[config.mk]
export PLATFORM = sky130hd
export DESIGN_NAME = ext_mem_seq
export DESIGN_NICKNAME = d
export VERILOG_FILES = /design/src/rtl/ext_seq_pkg.sv /design/src/rtl/ext_seq_control.sv /design/src/rtl/ext_seq_datapath.sv /design/src/rtl/ext_mem_seq.sv
export SDC_FILE = /design/constraint.sdc
export NUM_CORES = 1
export LEC_CHECK = 0
export ABC_AREA = 1
export BUFFER_PORTS_ARGS = -buffer_cell sky130_fd_sc_hd__buf_2
export CAP_MARGIN = 40
export CORE_ASPECT_RATIO = 1.1
export CORE_MARGIN = 4
export CORE_UTILIZATION = 25
export CTS_BUF_LIST = sky130_fd_sc_hd__clkbuf_4 sky130_fd_sc_hd__clkbuf_8 sky130_fd_sc_hd__clkbuf_16
export DETAILED_ROUTE_END_ITERATION = 16
export GPL_TIMING_DRIVEN = 0
export HOLD_SLACK_MARGIN = 0.06
export SLEW_MARGIN = 20
export SYNTH_ARGS = -nofsm -noshare
export SYNTH_HDL_FRONTEND = slang
export SYNTH_SLANG_ARGS = --single-unit
[constraint.sdc]
create_clock -name clk -period 1.45 [get_ports clk]
set_input_delay 0.2175 -clock clk [delete_from_list [all_inputs] [get_ports clk]]
set_output_delay 0.2175 -clock clk [all_outputs]
set_load 0.005 [all_outputs]
[src/rtl/ext_seq_pkg.sv]
package ext_seq_pkg;
  typedef enum logic [1:0] {
    ADDR_HOLD  = 2'd0,
    ADDR_COEF  = 2'd1,
    ADDR_DATA  = 2'd2,
    ADDR_SAVED = 2'd3
  } addrSrc_e;

  typedef struct packed {
    logic     capture;  // latch the data half of a split request
    addrSrc_e addrSrc;  // which address and segment start a step
    logic     active;   // a step occupies the bus this cycle
  } seqCtl_t;
endpackage

[src/rtl/ext_seq_control.sv]
module ext_seq_control
  import ext_seq_pkg::*;
#(
  parameter int WAIT_W = 4
) (
  input  logic              clk,
  input  logic              rstN,
  input  logic              reqValid,
  input  logic              coefNeed,
  input  logic              dataNeed,
  input  logic [WAIT_W-1:0] coefWait,
  input  logic [WAIT_W-1:0] liveDataWait,
  input  logic [WAIT_W-1:0] savedDataWait,
  output seqCtl_t           ctl,
  output logic              stall
);
  logic busy, isData, dataPend;
  logic [WAIT_W-1:0] cnt;
  logic stepDone, moreData, lastCycle, accept, startAny;

  always_comb begin
    stepDone  = busy && (cnt == '0);
    moreData  = !isData && dataPend;
    lastCycle = stepDone && !moreData;
    stall     = busy && !lastCycle;
    accept    = reqValid && !stall;
    startAny  = accept && (coefNeed || dataNeed);

    ctl.capture = startAny;
    ctl.active  = busy;
    if (startAny)
      ctl.addrSrc = coefNeed ? ADDR_COEF : ADDR_DATA;
    else if (stepDone && moreData)
      ctl.addrSrc = ADDR_SAVED;
    else
      ctl.addrSrc = ADDR_HOLD;
  end

  always_ff @(posedge clk or negedge rstN) begin
    if (!rstN) begin
      busy     <= 1'b0;
      isData   <= 1'b0;
      dataPend <= 1'b0;
      cnt      <= '0;
    end else if (startAny) begin
      busy     <= 1'b1;
      isData   <= !coefNeed;
      dataPend <= coefNeed && dataNeed;
      cnt      <= coefNeed ? coefWait : liveDataWait;
    end else if (stepDone && moreData) begin
      isData   <= 1'b1;
      dataPend <= 1'b0;
      cnt      <= savedDataWait;
    end else if (stepDone) begin
      busy     <= 1'b0;
    end else if (busy) begin
      cnt      <= cnt - WAIT_W'(1);
    end
  end

  // a finished coefficient step with a data step pending moves to the data step
  p_order_r2: assert property (@(posedge clk) disable iff (!rstN)
    busy && !isData && dataPend && (cnt == '0) |=> busy && isData);

  // a step with wait cycles left stays in the same phase and counts down by one
  p_wait_count_r5: assert property (@(posedge clk) disable iff (!rstN)
    busy && (cnt != '0) |=> busy && $stable(isData) && (cnt == $past(cnt) - WAIT_W'(1)));

  // a stalled cycle is always followed by another bus cycle
  p_stall_busy_r11: assert property (@(posedge clk) disable iff (!rstN)
    stall |=> busy);
endmodule

[src/rtl/ext_seq_datapath.sv]
module ext_seq_datapath
  import ext_seq_pkg::*;
#(
  parameter int ADDR_W  = 16,
  parameter int WAIT_W  = 4,
  parameter int NUM_SEG = 4,
  parameter int SEG_W   = $clog2(NUM_SEG)
) (
  input  logic                      clk,
  input  logic                      rstN,
  input  seqCtl_t                   ctl,
  input  logic [ADDR_W-1:0]         coefAddr,
  input  logic [ADDR_W-1:0]         dataAddr,
  input  logic [SEG_W-1:0]          dataSeg,
  input  logic                      dataWrite,
  input  logic [NUM_SEG*WAIT_W-1:0] waitCfg,
  input  logic                      redirect,
  input  logic                      extDownload,
  input  logic                      lateEdge,
  output logic [WAIT_W-1:0]         coefWait,
  output logic [WAIT_W-1:0]         liveDataWait,
  output logic [WAIT_W-1:0]         savedDataWait,
  output logic [ADDR_W-1:0]         addrQ,
  output logic                      addrDrive,
  output logic [NUM_SEG-1:0]        strbOut,
  output logic                      rdWrN
);
  localparam logic [SEG_W-1:0] ROM_SEG = '0;

  logic [ADDR_W-1:0]  dataAddrQ;
  logic [SEG_W-1:0]   dataSegQ, stepSeg, liveSeg;
  logic               dataWrQ, foldQ, stepWr, liveFold;
  logic [NUM_SEG-1:0] strbAct, armed;

  function automatic logic [ADDR_W-1:0] foldAddr(input logic [ADDR_W-1:0] a, input logic doFold);
    logic [ADDR_W-1:0] r;
    r = a;
    if (doFold) r[ADDR_W-1] = 1'b0;
    return r;
  endfunction

  always_comb begin
    liveFold      = redirect && extDownload;
    liveSeg       = redirect ? ROM_SEG : dataSeg;
    coefWait      = waitCfg[0 +: WAIT_W];
    liveDataWait  = waitCfg[liveSeg*WAIT_W +: WAIT_W];
    savedDataWait = waitCfg[dataSegQ*WAIT_W +: WAIT_W];
    strbAct       = ctl.active ? (NUM_SEG'(1) << stepSeg) : '0;
    strbOut       = strbAct & (lateEdge ? armed : '1);
    rdWrN         = !(ctl.active && stepWr);
  end

  always_ff @(posedge clk or negedge rstN) begin
    if (!rstN) begin
      dataAddrQ <= '0;
      dataSegQ  <= '0;
      dataWrQ   <= 1'b0;
      foldQ     <= 1'b0;
    end else if (ctl.capture) begin
      dataAddrQ <= dataAddr;
      dataSegQ  <= liveSeg;
      dataWrQ   <= dataWrite;
      foldQ     <= liveFold;
    end
  end

  always_ff @(posedge clk or negedge rstN) begin
    if (!rstN) begin
      addrQ   <= '0;
      stepSeg <= '0;
      stepWr  <= 1'b0;
    end else begin
      unique case (ctl.addrSrc)
        ADDR_COEF: begin
          addrQ   <= foldAddr(coefAddr, liveFold);
          stepSeg <= ROM_SEG;
          stepWr  <= 1'b0;
        end
        ADDR_DATA: begin
          addrQ   <= foldAddr(dataAddr, liveFold);
          stepSeg <= liveSeg;
          stepWr  <= dataWrite;
        end
        ADDR_SAVED: begin
          addrQ   <= foldAddr(dataAddrQ, foldQ);
          stepSeg <= dataSegQ;
          stepWr  <= dataWrQ;
        end
        default: ;
      endcase
    end
  end

  // a strobe counts as already running once it has been active across a falling edge
  always_ff @(negedge clk or negedge rstN) begin
    if (!rstN) armed <= '0;
    else       armed <= strbAct;
  end

  always_ff @(posedge clk or negedge rstN) begin
    if (!rstN) addrDrive <= 1'b0;
    else       addrDrive <= 1'b1;
  end

  // a redirected data step lands on the ROM strobe
  p_redirect_r6: assert property (@(posedge clk) disable iff (!rstN)
    (ctl.addrSrc == ADDR_DATA) && redirect |=> strbAct[0]);

  // folded steps never drive the top address bit
  p_alias_r7: assert property (@(posedge clk) disable iff (!rstN)
    (ctl.addrSrc != ADDR_HOLD) && (ctl.addrSrc == ADDR_SAVED ? foldQ : liveFold)
      |=> !addrQ[ADDR_W-1]);
endmodule

[src/rtl/ext_mem_seq.sv]
module ext_mem_seq
  import ext_seq_pkg::*;
#(
  parameter int ADDR_W  = 16,
  parameter int WAIT_W  = 4,
  parameter int NUM_SEG = 4,
  parameter int SEG_W   = $clog2(NUM_SEG)
) (
  input  logic                      clk,
  input  logic                      rstN,
  input  logic                      reqValid,
  input  logic                      coefNeed,
  input  logic [ADDR_W-1:0]         coefAddr,
  input  logic                      dataNeed,
  input  logic [ADDR_W-1:0]         dataAddr,
  input  logic [SEG_W-1:0]          dataSeg,
  input  logic                      dataWrite,
  input  logic [NUM_SEG*WAIT_W-1:0] waitCfg,
  input  logic                      redirect,
  input  logic                      extDownload,
  input  logic                      lateEdge,
  output logic [ADDR_W-1:0]         addrOut,
  output logic                      addrDrive,
  output logic [NUM_SEG-1:0]        segStrbN,
  output logic                      rdWrN,
  output logic                      stall
);
  seqCtl_t            ctl;
  logic [WAIT_W-1:0]  coefWait, liveDataWait, savedDataWait;
  logic [NUM_SEG-1:0] strbOut;

  ext_seq_control #(.WAIT_W(WAIT_W)) i_ctrl (
    .clk(clk), .rstN(rstN), .reqValid(reqValid), .coefNeed(coefNeed),
    .dataNeed(dataNeed), .coefWait(coefWait), .liveDataWait(liveDataWait),
    .savedDataWait(savedDataWait), .ctl(ctl), .stall(stall)
  );

  ext_seq_datapath #(.ADDR_W(ADDR_W), .WAIT_W(WAIT_W), .NUM_SEG(NUM_SEG), .SEG_W(SEG_W)) i_dp (
    .clk(clk), .rstN(rstN), .ctl(ctl), .coefAddr(coefAddr), .dataAddr(dataAddr),
    .dataSeg(dataSeg), .dataWrite(dataWrite), .waitCfg(waitCfg), .redirect(redirect),
    .extDownload(extDownload), .lateEdge(lateEdge), .coefWait(coefWait),
    .liveDataWait(liveDataWait), .savedDataWait(savedDataWait), .addrQ(addrOut),
    .addrDrive(addrDrive), .strbOut(strbOut), .rdWrN(rdWrN)
  );

  assign segStrbN = ~strbOut;

  // never more than one segment selected
  p_one_strobe_r9: assert property (@(posedge clk) disable iff (!rstN)
    $onehot0(~segStrbN));

  // the write line is only low while a strobe is driven
  p_write_strobe_r4: assert property (@(posedge clk) disable iff (!rstN)
    !rdWrN && !lateEdge |-> !(&segStrbN));
endmodule

Yosys cells after proc, flatten, opt, wreduce, memory -nomap -nowiden

Index checks and enable logic that the tools add are counted.

Register bits after elaboration: 51
Input bits: 59
Output and inout bits: 23
Word-level logic and storage cells: 72

$add $sub $neg: 1
Equal/unequal tests: 5
Shifts and indexed selects: 3
Mux-type cells: 24
Bitwise gates (word level): 2
Reductions and logical operators: 24

Operators with widths:

| cell                | count |
|---|---|
| $pmux 16 s3         | 1 |
| $shiftx 16x5->4     | 2 |
| $mux 4              | 7 |
| $logic_and 1x1->1   | 10 |
| $mux 1              | 10 |
| $mux 2              | 4 |
| $logic_not 1->1     | 6 |
| $pmux 2 s3          | 1 |
| $reduce_bool 3->1   | 2 |
| $and 4x4->4         | 1 |
| $eq 2x2->1 const B  | 2 |
| $logic_not 4->1     | 1 |
| $not 4->4           | 1 |
| $reduce_and 2->1    | 2 |
| $reduce_bool 2->1   | 2 |
| $shl 1x2->4 const A | 1 |
| $sub 4x1->4 const B | 1 |
| $ne 3x3->1 const B  | 1 |
| $pmux 1 s3          | 1 |
| $eq 2x1->1 const B  | 1 |
| $ne 2x1->1 const B  | 1 |
| $logic_or 1x1->1    | 1 |

Depth between registers and ports, before layout

Gate-level depths: netlist of run 1.

Word-level depth: 12
Gate-level depth with buffers: 13
Mapped depth without buffers: 12

Cells and area by module

Synthesis of run 1 repeated with hierarchy kept, for this count alone.

Cell total of the unflattened synthesis: 386
Area, all modules: 2927.8 sq um

By module, submodules not included:

| module           | instances | cells each | area an instance (sq um) | seq. area each (sq um) |
|---|---|---|---|---|
| ext_seq_datapath | 1         | 295        | 2311.0                   | 1101.1 |
| ext_seq_control  | 1         | 87         | 601.8                    | 175.2 |
| ext_mem_seq      | 1         | 4          | 15.0                     | 0.0 |

==> results.sh, run 1 <==
export IMPL_grt_start_max_net_pins=52
export IMPL_ys_async_sr_fraction=1.00
export IMPL_finalSetupTns_ps=-10210
export IMPL_grt_pass1_wl_um=14900
export IMPL_syn_cell_area_um2=2830
export IMPL_slew_violations=0
export IMPL_p_per_area_nw_per_um2=1890
export IMPL_vias=3027
export IMPL_ys_dominant_reg_cell="dfrtp_1"
export IMPL_crit_type="reg -> out"
export IMPL_yosysWarnings=0
export IMPL_cts_sinks=51
export IMPL_h_tree_depth=2
export IMPL_end_kind="output port"
export IMPL_timing_rr_start="i_ctrl.cnt[0]$_DFFE_PN0P_"
export IMPL_avgSynthCellArea_um2=7.05
export IMPL_syn2layout_area_growth_pct=62.6
export IMPL_regToRegSetupSlack_ps=-260
export IMPL_diodes=0
export IMPL_critPathBufInv=1
export IMPL_critPathLaunchType="register"
export IMPL_antenna_found_initial=0
export IMPL_boundaryPins=82
export IMPL_crit_path_top_delay_cell="dfrtn_1"
export IMPL_cts_buffers=5
export IMPL_grt_overflow=0
export IMPL_wl_per_cell_um=14.1
export IMPL_drive_above_1_share=0.485
export IMPL_core_area_um2=11000
export IMPL_setup_viol=50
export IMPL_tightest_slew_ps=768
export IMPL_timing_hold_ws_ps=-40.3
export IMPL_ys_ff_latch=51
export IMPL_layout_setup_ws_ps=-368
export IMPL_r2r_cells=13
export IMPL_rsz0062_at_grt="true"
export IMPL_max_stage_delay_ps=320
export IMPL_firstDrtPassIters=4
export IMPL_tritoncts="built"
export IMPL_cap_violations=0
export IMPL_synth_cells=401
export IMPL_drtAntennaViolNets=0
export IMPL_vias_per_cell=4.50
export IMPL_fin_skew_ps=22.1
export IMPL_crit_chain="o21ai_1 > buf_2"
export IMPL_clkTransAtPathRegs_ps=70
export IMPL_grt_pass1_vias=3083
export IMPL_io_buffers=81
export IMPL_critical_path_required_ps=1230
export IMPL_holdCritPathClass="in -> async"
export IMPL_crit_reg2reg_capture="i_dp.addrQ[10]$_DFFE_PN0P_"
export IMPL_root_buffer="clkbuf_16"
export IMPL_synth_yosys_seq_area_share=0.452
export IMPL_slew_headroom=0.488
export IMPL_final_util=0.417
export IMPL_layout_nets=586
export IMPL_track_usage=0.144
export IMPL_start_util=0.257
export IMPL_violations="negative hold slack, negative setup slack"
export IMPL_synth_cell_type_count=28
export IMPL_power_leakage_nw=2.31
export IMPL_place_hpwl_um=6330
export IMPL_clk_latency_ps=300
export IMPL_die_h_um=120
export IMPL_rows=40
export IMPL_drc=0
export IMPL_die_area_um2=13100
export IMPL_gp_congestion=0.781
export IMPL_wl_um=9510
export IMPL_cp_max_fo=1
export IMPL_synth_edff_count=0
export IMPL_ir_worst_vdd_v=0.000739
export IMPL_clockBufferDepth=2
export IMPL_arrival_ps=1600
export IMPL_status="finished with violations"
export IMPL_hold_violations=34
export IMPL_syn_nets=462
export IMPL_cp_top_family="flip-flops"
export IMPL_drtIter0Drc=140
export IMPL_post_place_ws_ps=-341
export IMPL_fp_dieW_um=109
-- power by group --
| group | switching (mW) | internal (mW) |
|---|---|---|
| registers | 0.443 | 2.10 |
| logic | 2.49 | 2.41 |
| clock network | 0.505 | 0.755 |
-- sequential cells by signal, summed over array words and instances, names as in the netlist, 2 cells and up --
register        count
i_ctrl.cnt          4
i_dp.addrQ         16
i_dp.armed          4
i_dp.dataAddrQ     16
i_dp.dataSegQ       2
i_dp.stepSeg        2
-- cell type report --
cell class,count,area (um2)
multi-input combinational,290,1760
inverter,43,179
tap,147,184
fill,1117,6410
buffer,16,176
timing repair buffer,118,861
sequential,51,1280
clock buffer,8,160
-- Yosys cell counts, types with 2 or more instances --
library cell / number / area [um2]
dfrtp_1: 47 / 1180
buf_6: 3 / 33.8
ha_1: 2 / 25.0
nor3_1: 4 / 20.0
o21ai_1: 6 / 30.0
or2_2: 6 / 37.5
dfrtn_1: 4 / 100
nand2_1: 150 / 563
o21ai_0: 22 / 110
nor2_1: 36 / 135
inv_1: 40 / 150
buf_2: 8 / 40.0
nand4_1: 4 / 25.0
buf_4: 2 / 15.0
nand2_2: 2 / 12.5
inv_2: 3 / 11.3
clkbuf_1: 4 / 15.0
o221ai_1: 2 / 17.5
nand3_1: 43 / 215
o211ai_1: 5 / 37.5
-- routing by layer --
layer,global-route usage,vias up,routed length [um]
met5,0,-,0
met4,0.0249,0,105
met3,0.0312,8,479
met2,0.260,71,4990
met1,0.174,1435,3940
li1,-,1513,-
-- per-stage QoR --
stage	instances	power [mW]	instance area, um2
floorplan	401	4.48	2870
finish	673	8.70	4600
detailed placement	629	5.52	3460
global placement	629	5.42	3460
CTS	663	8.09	4260
global route	673	9.43	4600
-- logic make-up after synthesis --
group | Yosys count | synth area share
and+or+nand+nor | 248 | 0.365
buffers and inverters | 60 | 0.0938
DFF | 51 | 0.452
AOI/OAI and AO/OA | 38 | 0.0761
adders and majority gates | 2 | 0.00885
xor gates and xnor gates | 1 | 0.00310
other | 1 | 0.00133
-- how the worst max path moves through the flow --
stage	depth (start not counted)	start	endpoint	slack (ps)
4_1_cts	2	i_dp.armed[2]$_DFF_NN0_	segStrbN[2]	-380
2_1_floorplan	13	i_ctrl.cnt[0]$_DFFE_PN0P_	i_dp.addrQ[10]$_DFFE_PN0P_	-80
5_1_grt	2	i_dp.armed[0]$_DFF_NN0_	segStrbN[0]	-420
3_3_place_gp	1	rstN	i_dp.armed[0]$_DFF_NN0_	-470
3_5_place_dp	12	i_ctrl.cnt[0]$_DFFE_PN0P_	i_ctrl.cnt[3]$_DFFE_PN0P_	-340
6_report	2	i_dp.armed[2]$_DFF_NN0_	segStrbN[2]	-370
-- placed cells by master, fill, tap and decap left out, types with 8 or more instances in the layout --
cell type and count:
nand2_2 33, dfrtp_1 46, inv_1 32, nand2_1 97
o21ai_2 20, buf_2 82, nand2_4 20, nor2_1 31
nand3_2 8, nand3_1 34, buf_6 18, buf_4 13
buf_8 9
-- repair_timing --
item | 4_1_cts | 5_1_grt
cloned | 5 | 1
gates resized for setup | 111 | 86
setup buffers | 21 | 13
pin swaps | 29 | 41
endpoints found under the setup margin | 54 | 55
endpoints found under the hold margin | 47 | 47
No activity file was read; power rests on OpenSTA's default activity.
==> run 2: changes to the inputs <==
--- a/config.mk
+++ b/config.mk
@@ -5,11 +5,9 @@
 export SDC_FILE = /design/constraint.sdc
 export NUM_CORES = 1
 export LEC_CHECK = 0
-export ABC_AREA = 1
 export BUFFER_PORTS_ARGS = -buffer_cell sky130_fd_sc_hd__buf_2
 export CAP_MARGIN = 40
 export CORE_ASPECT_RATIO = 1.1
-export CORE_MARGIN = 4
 export CORE_UTILIZATION = 25
 export CTS_BUF_LIST = sky130_fd_sc_hd__clkbuf_4 sky130_fd_sc_hd__clkbuf_8 sky130_fd_sc_hd__clkbuf_16
 export DETAILED_ROUTE_END_ITERATION = 16
==> run 2 against run 1 <==
Net effect: the run still ends with negative hold slack, negative setup slack left; utilization fell by 3.2 points; count of clock-buffer cells in the layout fell by 2; clock power fell by 6%; synthesized cell count fell by 27%; non-clock buffer count fell by 18; setup slack got worse by 200 ps; combinational power fell by 36%; area after synthesis fell by 6.0%; via count fell by 16%; sequential power fell by 2%; final area fell by 13%; sequential cell count did not move.
==> results.sh, run 2 <==
export IMPL_status="finished with violations"
export IMPL_violations="negative hold slack, negative setup slack"
export IMPL_ys_async_sr_fraction=1.00
export IMPL_timing_fmax_ghz=0.495
export IMPL_grt_overflow=0
export IMPL_synth_cells=294
export IMPL_grt_start_max_net_pins=52
export IMPL_cts_sinks=51
export IMPL_wl_per_cell_um=15.2
export IMPL_wl_um=8230
export IMPL_timing_hold_ws_ps=-45.4
export IMPL_cap_violations=0
export IMPL_finalPower_mw=6.84
export IMPL_avgSynthCellArea_um2=9.04
export IMPL_start_util=0.257
export IMPL_synth_cell_type_count=41
export IMPL_firstDrtPassIters=4
export IMPL_rsz0062_at_grt="true"
export IMPL_io_buffers=80
export IMPL_slew_headroom=0.414
export IMPL_crit_type="reg -> reg"
export IMPL_yosysWarnings=0
export IMPL_hold_violations=47
export IMPL_track_usage=0.146
export IMPL_synth_top_area_cell="dfrtp_1"
export IMPL_layout_nets=459
export IMPL_cp_max_fo=6
export IMPL_period_share=1.39
export IMPL_crit_reg2reg_capture="i_dp.addrQ[2]$_DFFE_PN0P_"
export IMPL_die_h_um=110
export IMPL_syn_cell_area_um2=2660
export IMPL_cts_buffers=5
export IMPL_drtIter0Drc=138
export IMPL_synth_edff_count=0
export IMPL_clockBufferDepth=2
export IMPL_final_cell_mix="80 x buf_2, 78 x nand2_1, 46 x dfrtp_1, 17 x nor2b_1, 13 x a211oi_2"
export IMPL_grt_pass1_vias=2407
export IMPL_gp_congestion=0.821
export IMPL_syn_nets=355
export IMPL_drive_above_1_share=0.444
export IMPL_h_tree_depth=2
export IMPL_layout_setup_ws_ps=-570
export IMPL_boundaryPins=82
export IMPL_nFillCells=1093
export IMPL_tritoncts="built"
export IMPL_setup_viol=55
export IMPL_diodes=0
export IMPL_vias=2543
export IMPL_clk_latency_ps=310
export IMPL_fin_crit_ps=2020
export IMPL_tightest_slew_ps=879
export IMPL_timing_rr_start="i_ctrl.cnt[0]$_DFFE_PN0P_"
export IMPL_drtAntennaViolNets=0
export IMPL_ir_worst_vdd_v=0.000629
export IMPL_ys_dominant_reg_cell="dfrtp_1"
export IMPL_arrival_ps=2230
export IMPL_end_kind="register"
export IMPL_core_area_um2=10300
export IMPL_regToRegSetupSlack_ps=-570
export IMPL_root_buffer="clkbuf_16"
export IMPL_synth_yosys_seq_area_share=0.480
export IMPL_ys_ff_latch=51
export IMPL_critPathLaunchType="register"
export IMPL_syn2layout_area_growth_pct=50.0
export IMPL_drc=0
export IMPL_grt_pass1_wl_um=12300
export IMPL_layout_commonest_cell="buf_2"
export IMPL_r2r_cells=7
export IMPL_synth_top_cells_by_count="91 x nand2_1, 47 x dfrtp_1, 17 x a31oi_1, 17 x nor2b_1, 16 x o21ai_0"
export IMPL_die_area_um2=11000
export IMPL_post_synth_top_count_cell="nand2_1"
export IMPL_vias_per_cell=4.69
export IMPL_holdCritPathClass="in -> async"
export IMPL_slew_violations=0
export IMPL_critical_path_required_ps=1660
export IMPL_rows=39
export IMPL_synth_area_leaders="dfrtp_1 44%, nand2_1 13%, a211oi_1 4.2%"
export IMPL_fin_skew_ps=21.4
export IMPL_antenna_found_initial=0
export IMPL_clkTransAtPathRegs_ps=70
export IMPL_fp_dieW_um=100
export IMPL_finalSetupTns_ps=-25740
export IMPL_p_per_area_nw_per_um2=1720
export IMPL_place_hpwl_um=5550
export IMPL_final_util=0.385
export IMPL_top_regs="i_dp.addrQ x16, i_dp.dataAddrQ x16"
export IMPL_power_leakage_nw=1.81
export IMPL_synth_top_cell_area_share=0.443
-- run 2: cell families after synthesis --
group	count (synthesis)	synth area share
xor+xnor	1	0.00330
mux	9	0.0528
compound gates	68	0.176
simple gates	134	0.224
flops	51	0.480
buf+inv	28	0.0532
other cells	1	0.00141
fa+ha+maj	2	0.00942
-- run 2: how the worst max path moves through the flow --
stage                                   start                    endpoint  slack [ps]  depth (start not counted)
detailed placement  i_ctrl.cnt[0]$_DFFE_PN0P_  i_dp.addrQ[12]$_DFFE_PN0P_        -690                          8
floorplan           i_ctrl.cnt[0]$_DFFE_PN0P_  i_dp.addrQ[15]$_DFFE_PN0P_        -350                          6
finish              i_ctrl.cnt[0]$_DFFE_PN0P_   i_dp.addrQ[2]$_DFFE_PN0P_        -570                          7
CTS                 i_ctrl.cnt[0]$_DFFE_PN0P_     i_dp.stepWr$_DFFE_PN0P_        -540                          8
global placement    i_ctrl.cnt[0]$_DFFE_PN0P_  i_dp.addrQ[12]$_DFFE_PN0P_        -660                          8
global route        i_ctrl.cnt[1]$_DFFE_PN0P_   i_dp.addrQ[2]$_DFFE_PN0P_        -610                          7
-- run 2: worst max-delay path, cell delays in order (launching register included) --
cell and delay (ps):
dfrtp_1 410, inv_2 90, ha_4 120, or3b_4 430, a211o_4 420, buf_12 170, clkbuf_16 160, a31oi_2 130
-- run 2: power by group --
| part | switching, mW | internal [mW] |
|---|---|---|
| clock network | 0.525 | 0.657 |
| registers | 0.444 | 2.06 |
| logic | 1.46 | 1.70 |
| total | 2.43 | 4.42 |
-- run 2: repair_timing --
item                                    4_1_cts  5_1_grt
endpoints found under the hold margin        47       47
resized for setup                            39       45
gates cloned                                  1        2
pin swaps                                     9       21
endpoints found under the setup margin       55       55
buffers inserted                              6        9
-- run 2: final cells by class --
class	instances	area, um2	area share
clock inverters	2	12.5	0.00314
repair buffers	98	626	0.157
plain buffers	18	181	0.0455
inverters	9	33.8	0.00848
multi-input cells	215	1540	0.387
flip-flops and latches	51	1280	0.321
well taps	143	179	0.0449
clock buffers	6	133	0.0333
-- run 2: layer usage --
metal / wire (um) / vias to the layer above / global-route usage
met5: 0 / - / 0
met4: 27 / 0 / 0.0362
met3: 411 / 2 / 0.0359
met2: 4270 / 61 / 0.262
met1: 3530 / 1256 / 0.175
li1: - / 1224 / -
-- run 2: stage by stage --
stage	instance area, um2	setup slack, ps	cells
after global placement	3330	-659	517
final	3980	-570	542
after floorplan	2750	-355	294
after global routing	3980	-614	542
after detailed placement	3330	-689	517
after CTS	3680	-543	532
